**src/rtl/gpio_bank_pkg.sv**
```systemverilog
package gpio_bank_pkg;

  localparam int BANK_W = 32;

  // Register groups, as word index of the byte base (base / 4).
  localparam int G_SET   = 0;
  localparam int G_CLR   = 1;
  localparam int G_OUT   = 2;
  localparam int G_IN    = 3;
  localparam int G_OE    = 4;
  localparam int G_STAT  = 5;
  localparam int G_IEN   = 6;
  localparam int G_IDENT = 7;
  localparam int G_SEL   = 8;
  localparam int G_SENSE = 10;

  typedef enum logic [1:0] {
    FN_GPIO = 2'd0,
    FN_P1   = 2'd1,
    FN_P2   = 2'd2,
    FN_P3   = 2'd3
  } pin_fn_e;

  function automatic int plain_word(input int grp, input int nb, input int bank);
    return grp * nb + bank;
  endfunction

  function automatic int sel_word(input int bitn, input int nb, input int bank);
    return G_SEL * nb + bitn + nb * bank;
  endfunction

endpackage

```
**src/rtl/gpio_in_sync.sv**
```systemverilog
module gpio_in_sync #(
  parameter int W = 64
) (
  input  logic         clk,
  input  logic         rst,
  input  logic [W-1:0] d_async,
  output logic [W-1:0] d_sync
);

  logic [W-1:0] stage1_q;
  logic [W-1:0] stage2_q;

  always_ff @(posedge clk) begin
    if (rst) begin
      stage1_q <= '0;
      stage2_q <= '0;
    end else begin
      stage1_q <= d_async;
      stage2_q <= stage1_q;
    end
  end

  assign d_sync = stage2_q;

endmodule

```
**src/rtl/gpio_irq_latch.sv**
```systemverilog
module gpio_irq_latch #(
  parameter int W = 64
) (
  input  logic         clk,
  input  logic         rst,
  input  logic [W-1:0] sync_in,
  input  logic [W-1:0] sense_lvl,
  input  logic [W-1:0] clr_mask,
  output logic [W-1:0] status_q
);

  logic [W-1:0] prev_q;
  logic [W-1:0] hit;

  always_comb begin
    for (int i = 0; i < W; i++) begin
      hit[i] = sense_lvl[i] ? sync_in[i] : (sync_in[i] ^ prev_q[i]);
    end
  end

  always_ff @(posedge clk) begin
    if (rst) begin
      prev_q   <= '0;
      status_q <= '0;
    end else begin
      prev_q   <= sync_in;
      status_q <= (status_q & ~clr_mask) | hit;
    end
  end

  AST_STICKY_HOLD: assert property (@(posedge clk) disable iff (rst)
    1'b1 |=> (((($past(status_q) & ~$past(clr_mask))) & ~status_q) == '0));

  AST_LEVEL_SETS: assert property (@(posedge clk) disable iff (rst)
    1'b1 |=> ((($past(sync_in) & $past(sense_lvl)) & ~status_q) == '0));

endmodule

```
**src/rtl/gpio_pad_mux.sv**
```systemverilog
module gpio_pad_mux
  import gpio_bank_pkg::*;
#(
  parameter int NPINS = 64
) (
  input  logic               clk,
  input  logic               rst,
  input  logic [NPINS-1:0]   gpio_out,
  input  logic [NPINS-1:0]   gpio_oe,
  input  logic [NPINS-1:0]   sel0,
  input  logic [NPINS-1:0]   sel1,
  input  logic [3*NPINS-1:0] periph_out,
  input  logic [3*NPINS-1:0] periph_oe,
  output logic [NPINS-1:0]   pad_out,
  output logic [NPINS-1:0]   pad_oe
);

  logic [NPINS-1:0] nxt_out;
  logic [NPINS-1:0] nxt_oe;

  always_comb begin
    for (int p = 0; p < NPINS; p++) begin
      case (pin_fn_e'({sel1[p], sel0[p]}))
        FN_P1: begin
          nxt_out[p] = periph_out[p];
          nxt_oe[p]  = periph_oe[p];
        end
        FN_P2: begin
          nxt_out[p] = periph_out[NPINS + p];
          nxt_oe[p]  = periph_oe[NPINS + p];
        end
        FN_P3: begin
          nxt_out[p] = periph_out[2*NPINS + p];
          nxt_oe[p]  = periph_oe[2*NPINS + p];
        end
        default: begin
          nxt_out[p] = gpio_out[p];
          nxt_oe[p]  = gpio_oe[p];
        end
      endcase
    end
  end

  always_ff @(posedge clk) begin
    if (rst) begin
      pad_out <= '0;
      pad_oe  <= '0;
    end else begin
      pad_out <= nxt_out;
      pad_oe  <= nxt_oe;
    end
  end

  AST_RESET_QUIET: assert property (@(posedge clk) disable iff (rst)
    $past(rst) |-> (pad_oe == '0));

  AST_GPIO_PASS: assert property (@(posedge clk) disable iff (rst)
    1'b1 |=> (((~($past(sel0) | $past(sel1))) & ($past(gpio_out) ^ pad_out)) == '0));

endmodule

```
**src/rtl/gpio_bank_ctrl.sv**
```systemverilog
module gpio_bank_ctrl
  import gpio_bank_pkg::*;
#(
  parameter int NPINS = 64,
  parameter int AW    = 8
) (
  input  logic               clk,
  input  logic               rst,
  input  logic               reg_wr,
  input  logic [AW-1:0]      reg_addr,
  input  logic [31:0]        reg_wdata,
  output logic [31:0]        reg_rdata,
  input  logic [NPINS-1:0]   pin_in,
  input  logic [3*NPINS-1:0] periph_out,
  input  logic [3*NPINS-1:0] periph_oe,
  output logic [NPINS-1:0]   pad_out,
  output logic [NPINS-1:0]   pad_oe,
  output logic               irq_out
);

  localparam int NB   = 1 + (NPINS - 1) / BANK_W;
  localparam int PADW = NB * BANK_W;

  function automatic logic [PADW-1:0] make_mask();
    logic [PADW-1:0] m;
    m = '0;
    for (int i = 0; i < NPINS; i++) m[i] = 1'b1;
    return m;
  endfunction

  localparam logic [PADW-1:0] VMASK = make_mask();

  logic [AW-3:0]    widx;
  logic [PADW-1:0]  out_q, oe_q, ien_q, sel0_q, sel1_q, sense_q;
  logic [NPINS-1:0] sync_pins;
  logic [PADW-1:0]  sync_pad;
  logic [PADW-1:0]  status;
  logic [PADW-1:0]  ident;
  logic [PADW-1:0]  clr_mask;
  logic [31:0]      rd_word;
  logic [31:0]      rdata_q;

  assign widx     = reg_addr[AW-1:2];
  assign sync_pad = PADW'(sync_pins);
  assign ident    = status & ien_q;
  assign irq_out  = |ident;

  gpio_in_sync #(.W(NPINS)) u_sync (
    .clk     (clk),
    .rst     (rst),
    .d_async (pin_in),
    .d_sync  (sync_pins)
  );

  always_comb begin
    clr_mask = '0;
    for (int k = 0; k < NB; k++) begin
      if (reg_wr && int'(widx) == plain_word(G_STAT, NB, k))
        clr_mask[k*BANK_W +: BANK_W] = reg_wdata & VMASK[k*BANK_W +: BANK_W];
    end
  end

  gpio_irq_latch #(.W(PADW)) u_irq (
    .clk       (clk),
    .rst       (rst),
    .sync_in   (sync_pad),
    .sense_lvl (sense_q),
    .clr_mask  (clr_mask),
    .status_q  (status)
  );

  always_ff @(posedge clk) begin
    if (rst) begin
      out_q   <= '0;
      oe_q    <= '0;
      ien_q   <= '0;
      sel0_q  <= '0;
      sel1_q  <= '0;
      sense_q <= '0;
    end else if (reg_wr) begin
      for (int k = 0; k < NB; k++) begin
        if (int'(widx) == plain_word(G_SET, NB, k))
          out_q[k*BANK_W +: BANK_W] <= out_q[k*BANK_W +: BANK_W]
                                       | (reg_wdata & VMASK[k*BANK_W +: BANK_W]);
        if (int'(widx) == plain_word(G_CLR, NB, k))
          out_q[k*BANK_W +: BANK_W] <= out_q[k*BANK_W +: BANK_W]
                                       & ~(reg_wdata & VMASK[k*BANK_W +: BANK_W]);
        if (int'(widx) == plain_word(G_OE, NB, k))
          oe_q[k*BANK_W +: BANK_W] <= reg_wdata & VMASK[k*BANK_W +: BANK_W];
        if (int'(widx) == plain_word(G_IEN, NB, k))
          ien_q[k*BANK_W +: BANK_W] <= reg_wdata & VMASK[k*BANK_W +: BANK_W];
        if (int'(widx) == plain_word(G_SENSE, NB, k))
          sense_q[k*BANK_W +: BANK_W] <= reg_wdata & VMASK[k*BANK_W +: BANK_W];
        if (int'(widx) == sel_word(0, NB, k))
          sel0_q[k*BANK_W +: BANK_W] <= reg_wdata & VMASK[k*BANK_W +: BANK_W];
        if (int'(widx) == sel_word(1, NB, k))
          sel1_q[k*BANK_W +: BANK_W] <= reg_wdata & VMASK[k*BANK_W +: BANK_W];
      end
    end
  end

  always_comb begin
    rd_word = '0;
    for (int k = 0; k < NB; k++) begin
      if (int'(widx) == plain_word(G_OUT, NB, k))   rd_word = out_q[k*BANK_W +: BANK_W];
      if (int'(widx) == plain_word(G_IN, NB, k))    rd_word = sync_pad[k*BANK_W +: BANK_W];
      if (int'(widx) == plain_word(G_OE, NB, k))    rd_word = oe_q[k*BANK_W +: BANK_W];
      if (int'(widx) == plain_word(G_STAT, NB, k))  rd_word = status[k*BANK_W +: BANK_W];
      if (int'(widx) == plain_word(G_IEN, NB, k))   rd_word = ien_q[k*BANK_W +: BANK_W];
      if (int'(widx) == plain_word(G_IDENT, NB, k)) rd_word = ident[k*BANK_W +: BANK_W];
      if (int'(widx) == plain_word(G_SENSE, NB, k)) rd_word = sense_q[k*BANK_W +: BANK_W];
      if (int'(widx) == sel_word(0, NB, k))         rd_word = sel0_q[k*BANK_W +: BANK_W];
      if (int'(widx) == sel_word(1, NB, k))         rd_word = sel1_q[k*BANK_W +: BANK_W];
    end
  end

  always_ff @(posedge clk) begin
    if (rst) rdata_q <= '0;
    else     rdata_q <= rd_word;
  end

  assign reg_rdata = rdata_q;

  gpio_pad_mux #(.NPINS(NPINS)) u_mux (
    .clk        (clk),
    .rst        (rst),
    .gpio_out   (out_q[NPINS-1:0]),
    .gpio_oe    (oe_q[NPINS-1:0]),
    .sel0       (sel0_q[NPINS-1:0]),
    .sel1       (sel1_q[NPINS-1:0]),
    .periph_out (periph_out),
    .periph_oe  (periph_oe),
    .pad_out    (pad_out),
    .pad_oe     (pad_oe)
  );

  AST_SET_TAKES: assert property (@(posedge clk) disable iff (rst)
    (reg_wr && int'(widx) == plain_word(G_SET, NB, 0)) |=>
      ((out_q[BANK_W-1:0] & $past(reg_wdata & VMASK[BANK_W-1:0])) == $past(reg_wdata & VMASK[BANK_W-1:0])));

  AST_CLR_TAKES: assert property (@(posedge clk) disable iff (rst)
    (reg_wr && int'(widx) == plain_word(G_CLR, NB, 0)) |=>
      ((out_q[BANK_W-1:0] & $past(reg_wdata & VMASK[BANK_W-1:0])) == '0));

  AST_IRQ_NEEDS_EN: assert property (@(posedge clk) disable iff (rst)
    irq_out |-> (ien_q != '0));

endmodule

```
**config.mk**
```make
export PLATFORM = sky130hd
export DESIGN_NAME = gpio_bank_ctrl
export DESIGN_NICKNAME = d
export VERILOG_FILES = /design/src/rtl/gpio_bank_pkg.sv /design/src/rtl/gpio_in_sync.sv /design/src/rtl/gpio_irq_latch.sv /design/src/rtl/gpio_pad_mux.sv /design/src/rtl/gpio_bank_ctrl.sv
export SDC_FILE = /design/constraint.sdc
export NUM_CORES = 2
export LEC_CHECK = 0
export BUFFER_PORTS_ARGS = -buffer_cell sky130_fd_sc_hd__buf_2
export CORE_UTILIZATION = 35
export DETAILED_ROUTE_END_ITERATION = 10
export PLACE_DENSITY_LB_ADDON = 0.12
export SETUP_SLACK_MARGIN = 0.4
export SKIP_CTS_REPAIR_TIMING = 1
export SYNTH_ARGS = -nofsm -noshare
export SYNTH_HDL_FRONTEND = slang
export SYNTH_HIERARCHICAL = 1
export SYNTH_SLANG_ARGS = --single-unit
```
**constraint.sdc**
```tcl
create_clock -name clk -period 3.1 [get_ports clk]
set_input_delay 0.465 -clock clk [delete_from_list [all_inputs] [get_ports clk]]
set_output_delay 0.465 -clock clk [all_outputs]
set_load 0.02 [all_outputs]
```
* Word level (Yosys, flattened, before mapping)
Index checks and enable logic that the tools add are counted.
** Operators by class
- Order comparisons :: 0
- Mux-type cells :: 216
- Reduce and logical (&&, ||, !) cells :: 18
- Div/mod/pow operators :: 0
- $mul :: 0
- $add $sub $neg :: 0
- Bitwise logic cells :: 73
- Shift-type cells :: 0
- Equality and inequality tests :: 213
** Operators with widths (number)
- $mux 32 :: 24
- $pmux 1 s3 :: 128
- $eq 2x2->1 const B :: 128
- $and 64x64->64 :: 2
- $eq 2x1->1 const B :: 64
- $and 32x32->32 :: 2
- $mux 1 :: 64
- $not 64->64 :: 1
- $or 32x32->32 :: 2
- $or 64x64->64 :: 1
- $reduce_or 64->1 :: 1
- $xor 1x1->1 :: 64
- $eq 6x5->1 const B :: 8
- $eq 6x6->1 const B :: 6
- $not 32->32 :: 1
- $eq 6x4->1 const B :: 4
- $reduce_and 2->1 :: 12
- $eq 6x3->1 const B :: 2
- $eq 6x2->1 const B :: 1
- $logic_not 6->1 :: 1
- $reduce_bool 2->1 :: 2
- $logic_and 1x1->1 :: 2
** Storage, ports and cells
- Memory bits (writable) :: 0
- Logic and storage cells :: 539
- Memories kept :: 0
- ROM bits :: 0
- Latch bits :: 0
- Register bits :: 800

* Longest topological paths before layout
- Depth after elaboration :: 19
- Mapped depth :: 10

* Hierarchy
Netlist, hierarchy kept.
** Modules (own cells, without submodules)
- gpio_bank_ctrl :: instances 1, area an instance 19764.0 um2, cells an instance 2656
- gpio_pad_mux :: instances 1, area an instance 6352.3 um2, cells an instance 398
- gpio_irq_latch :: instances 1, area an instance 5096.1 um2, cells an instance 469
- gpio_in_sync :: instances 1, area an instance 3464.6 um2, cells an instance 270

* Worst setup path before layout
Ideal clock, no wire load.
- Path kind :: input to register
- Start point :: input port reg_addr[4]
- End point :: register u_irq.status_q[58]
- Data arrival time :: 2.348 ns
- Cell stages on the path :: 9
- Data required time :: 2.980 ns
- Setup slack :: 0.633 ns
- Library setup time :: 0.120 ns
- Path buffers :: 4
- Cell sequence :: or4b_1 clkbuf_1 nor2_1 buf_2 buf_4 clkbuf_1 and3_1 nor3b_1 a211o_1
** On the way
- Word-level cells in the longest chain between the ends :: 6
** RTL lines
- start: declaration :: line gpio_bank_ctrl.sv:10 : input logic [AW-1:0] reg_addr,
- $eq 6x5->1 :: line gpio_bank_ctrl.sv:58 : if (reg_wr && int'(widx) == plain_word(G_STAT, NB, k))
- $logic_and 1x1->1 :: line gpio_bank_ctrl.sv:58
- $mux 32 :: line gpio_bank_ctrl.sv:58
- net clr_mask[58] :: line gpio_bank_ctrl.sv:39 : logic [PADW-1:0] clr_mask;
- $not 64->64 :: line gpio_irq_latch.sv:27 : status_q <= (status_q & ~clr_mask) | hit;
- $and 64x64->64 :: line gpio_irq_latch.sv:27
- $or 64x64->64 :: line gpio_irq_latch.sv:27
- end signal: assignment :: line gpio_irq_latch.sv:27
- end: declaration :: line gpio_irq_latch.sv:9 : output logic [W-1:0] status_q
The timed path passes the listed nets, and every way through them passes these cells.
A chain may end at the register's enable or synchronous reset.

* Worst setup path after layout
- Start point :: register u_irq.status_q[60]
- End point :: output port irq_out
** On the way
- Word-level cells in the longest chain between the ends :: 2
** RTL lines
- $and 64x64->64 :: line gpio_bank_ctrl.sv:45 : assign ident = status & ien_q;
- $reduce_or 64->1 :: line gpio_bank_ctrl.sv:46 : assign irq_out = |ident;
- end: declaration :: line gpio_bank_ctrl.sv:18 : output logic irq_out
No other way between the ends.

==> results.yml <==
pwr:
  p_per_area_nw_per_um2: 561.3
  power_uw: 24370
  vdd_drop_max_mv: 0.3853
  p_leak_uw: 0.01733
route:
  finalWirelength_mm: 157.4
  drc: 0
  ant_nets: 0
  vias_per_cell: 5.709
  drtIter0Drc: 3404
  wl_per_cell_um: 27.25
  firstDrtPassIters: 6
  vias: 32967
timing:
  hold_viol: 9
  rsz0062_at_grt: "yes"
  worst_pin_slew_ps: 1290
  clock.fmax_mhz: 316.5
  timing.slew.headroom: 0.1370
  period_share: 1.019
  postLayoutSetupSlackWorst_ps: -59.28
  skew_ps: 25.79
  whs_ps: -8.289
  slew_viol_final: 0
  fin_crit_ps: 3159
  setup_viol: 1
cells_and_area:
  nNetsFinal: 4903
  final_cell_mix: "795 x dfxtp_1, 746 x nand2_1, 647 x buf_2, 451 x a21oi_1, 320 x nor2b_1"
  drive_above_1_share: 0.2579
  fillers: 9739
  final_common_cell: "dfxtp_1"
  design_area_um2: 43420
  areaGrowthSynthToFinish_pct: 25.22
setup_path:
  worstPathRequired_ps: 2630
  timing_worst_setup_path_type: "flop to output port"
  r2r_end: "reg_rdata[8]$_SDFF_PP0_"
  startpoint_type: "flop"
  worst_setup_path_end_kind: "output port"
  reg2reg_slack_ps: 1130
  arrival_ps: 2690
  r2r_cells: 6
  path_max_fanout: 4
synth:
  syn_area_per_cell_um2: 9.142
  async_flop_share: 0
  ys_ff_latch: 800
  synth_edf_count: 0
  ys.flop_type: "dfxtp_1"
  netlist_area_um2: 34680
  netlist_instances: 3793
  yosysWarnings: 6
  yosysUniqueCellTypes: 68
  synth_fp_nets: 4284
  ys_seq_area_frac: 0.4618
global_routing:
  grt_pass1_wl_mm: 221.0
  grt_pass1_vias: 31020
  grt_max_degree: 137
  grt_use_total: 0.3042
  antenna_found_initial: 11
  grt_remaining_overflow: 0
cts:
  htree_levels: 3
  clkSinkCount: 800
  cts_buffers: 92
  clock_latency_ps: 680
  path_clk_slew_ps: 60
  tritoncts: "yes"
  cts_buffer_depth: 3
  cts-root-buf: "clkbuf_16"
floorplan:
  ios: 652
  dieArea_um2: 100300
  initial_core_util: 0.3529
  core_area_um2: 98280
  die_y_um: 316.8
  std_cell_rows: 115
  die_w_um: 316.8
hold_path:
  hold_end: "u_sync/stage1_q[14]$_SDFF_PP0_"
  hold_depth: 2
  holdCritPathClass: "input pin to flop"
  min_from: "pin_in[14]"
outcome:
  status: "finished with violations"
  violations: "hold timing, setup timing"
placed_design:
  place_congestion: 0.9373
  dpl_cell_area_um2: 39820
  portBuffers: 649
  dpl.hpwl_mm: 113.9
flow_run:
  maxCapViolations: 0
## worst max-delay path, stage by stage, from the launching register on
cell,delay [ps]
dfxtp_2,370
a22o_1,260
a221oi_1,260
buf_4,190
nand4_1,100
or4_4,540
buf_6,160
buf_6,130
## area by class of cell
type	count	area (um^2)	share of cell area
Multi-Input combinational cell	2674	17400	0.4007
Sequential cell	800	16030	0.3692
Timing Repair Buffer	837	4995	0.1150
Clock buffer	125	2690	0.06195
Tap cell	1287	1610	0.03708
Clock inverter	40	658.1	0.01516
Inverter	7	26.28	0.0006051
Antenna cell	5	12.51	0.0002882
## synth_stat cells, drive strengths merged (3+ instances only)
| master | count | area share |
|---|---|---|
| dfxtp | 800 | 0.46 |
| nand2 | 746 | 0.081 |
| a21oi | 451 | 0.065 |
| nor2b | 324 | 0.059 |
| clkbuf | 211 | 0.023 |
| mux4 | 128 | 0.084 |
| buf | 101 | 0.017 |
| and3 | 97 | 0.017 |
| o21ai | 87 | 0.013 |
| nor2 | 84 | 0.0095 |
| a211oi | 80 | 0.017 |
| nor4b | 68 | 0.017 |
| nand2b | 67 | 0.012 |
| nor3b | 66 | 0.014 |
| a211o | 64 | 0.016 |
| a221oi | 63 | 0.016 |
| o22ai | 53 | 0.0096 |
| nor3 | 28 | 0.0053 |
| a22oi | 26 | 0.0056 |
| o221ai | 22 | 0.0056 |
| a21o | 19 | 0.0041 |
| o211ai | 18 | 0.0039 |
| a22o | 17 | 0.0043 |
| nor4 | 15 | 0.0027 |
| a2111oi | 13 | 0.0035 |
| a221o | 13 | 0.0038 |
| a31oi | 11 | 0.0020 |
| a222oi | 10 | 0.0029 |
| nand4 | 10 | 0.0018 |
| or3 | 10 | 0.0018 |
| nand3 | 9 | 0.0013 |
| o21bai | 7 | 0.0015 |
| o2bb2ai | 7 | 0.0018 |
| o31a | 7 | 0.0018 |
| and2 | 6 | 0.0011 |
| inv | 6 | 0.00065 |
| o2111ai | 6 | 0.0015 |
| o31ai | 6 | 0.0013 |
| and2b | 4 | 0.00087 |
| mux2i | 3 | 0.00087 |
| nand3b | 3 | 0.00065 |
| or4b | 3 | 0.00087 |
## sequential cells by signal, indices dropped and copies added, names as in the netlist, named ones only
register,cells
sense_q,64
ien_q,64
reg_rdata,32
u_mux/pad_out,64
u_mux/pad_oe,64
sel0_q,64
u_sync/d_sync,64
u_irq/prev_q,64
u_sync/stage1_q,64
sel1_q,64
u_irq/status_q,64
oe_q,64
## through the flow
step	TNS (ps)	util	setup slack (ps)	std cells
after floorplan	0	-	632.6	3793
after global placement	0	0.4052	133.1	5593
after detailed placement	0	0.4052	118.1	5593
after CTS	-327.1	0.4393	-327.1	5758
after global routing	-76.62	0.4418	-76.62	5772
final	-59.28	0.4418	-59.28	5775
## report_power, final
part / internal [uW] / switching, uW / leakage [uW]
Clock: 7410 / 4700 / 0.00164
Combinational: 636 / 886 / 0.00920
Sequential: 10500 / 249 / 0.00650
## worst max-delay path by stage
| stage | from | endpoint | slack, ps | cells past startpoint |
|---|---|---|---|---|
| after floorplan | reg_addr[4] | u_irq/status_q[58]$_SDFF_PP0_ | 630 | 9 |
| after global placement | reg_addr[6] | reg_rdata[31]$_SDFF_PP0_ | 130 | 9 |
| after detailed placement | reg_addr[6] | reg_rdata[31]$_SDFF_PP0_ | 120 | 9 |
| after CTS | u_irq/status_q[56]$_SDFF_PP0_ | irq_out | -330 | 7 |
| after global routing | ien_q[52]$_SDFFE_PP0P_ | irq_out | -80 | 7 |
| final | u_irq/status_q[60]$_SDFF_PP0_ | irq_out | -60 | 7 |
## kinds of logic after synthesis
logic type / share of synthesized area
buf+inv: 0.04016
xor+xnor: 0.0005052
mux: 0.08443
simple gates: 0.2292
flops: 0.4618
compound gates: 0.1838
## metal layers
layer,vias up,global-route usage,part of all wire
li1,14891,-,-
met1,16115,0.3891,0.40
met2,1653,0.5012,0.47
met3,302,0.04819,0.079
met4,6,0.1444,0.046
met5,-,0,0.00024
(Power assumes the default switching activity.)
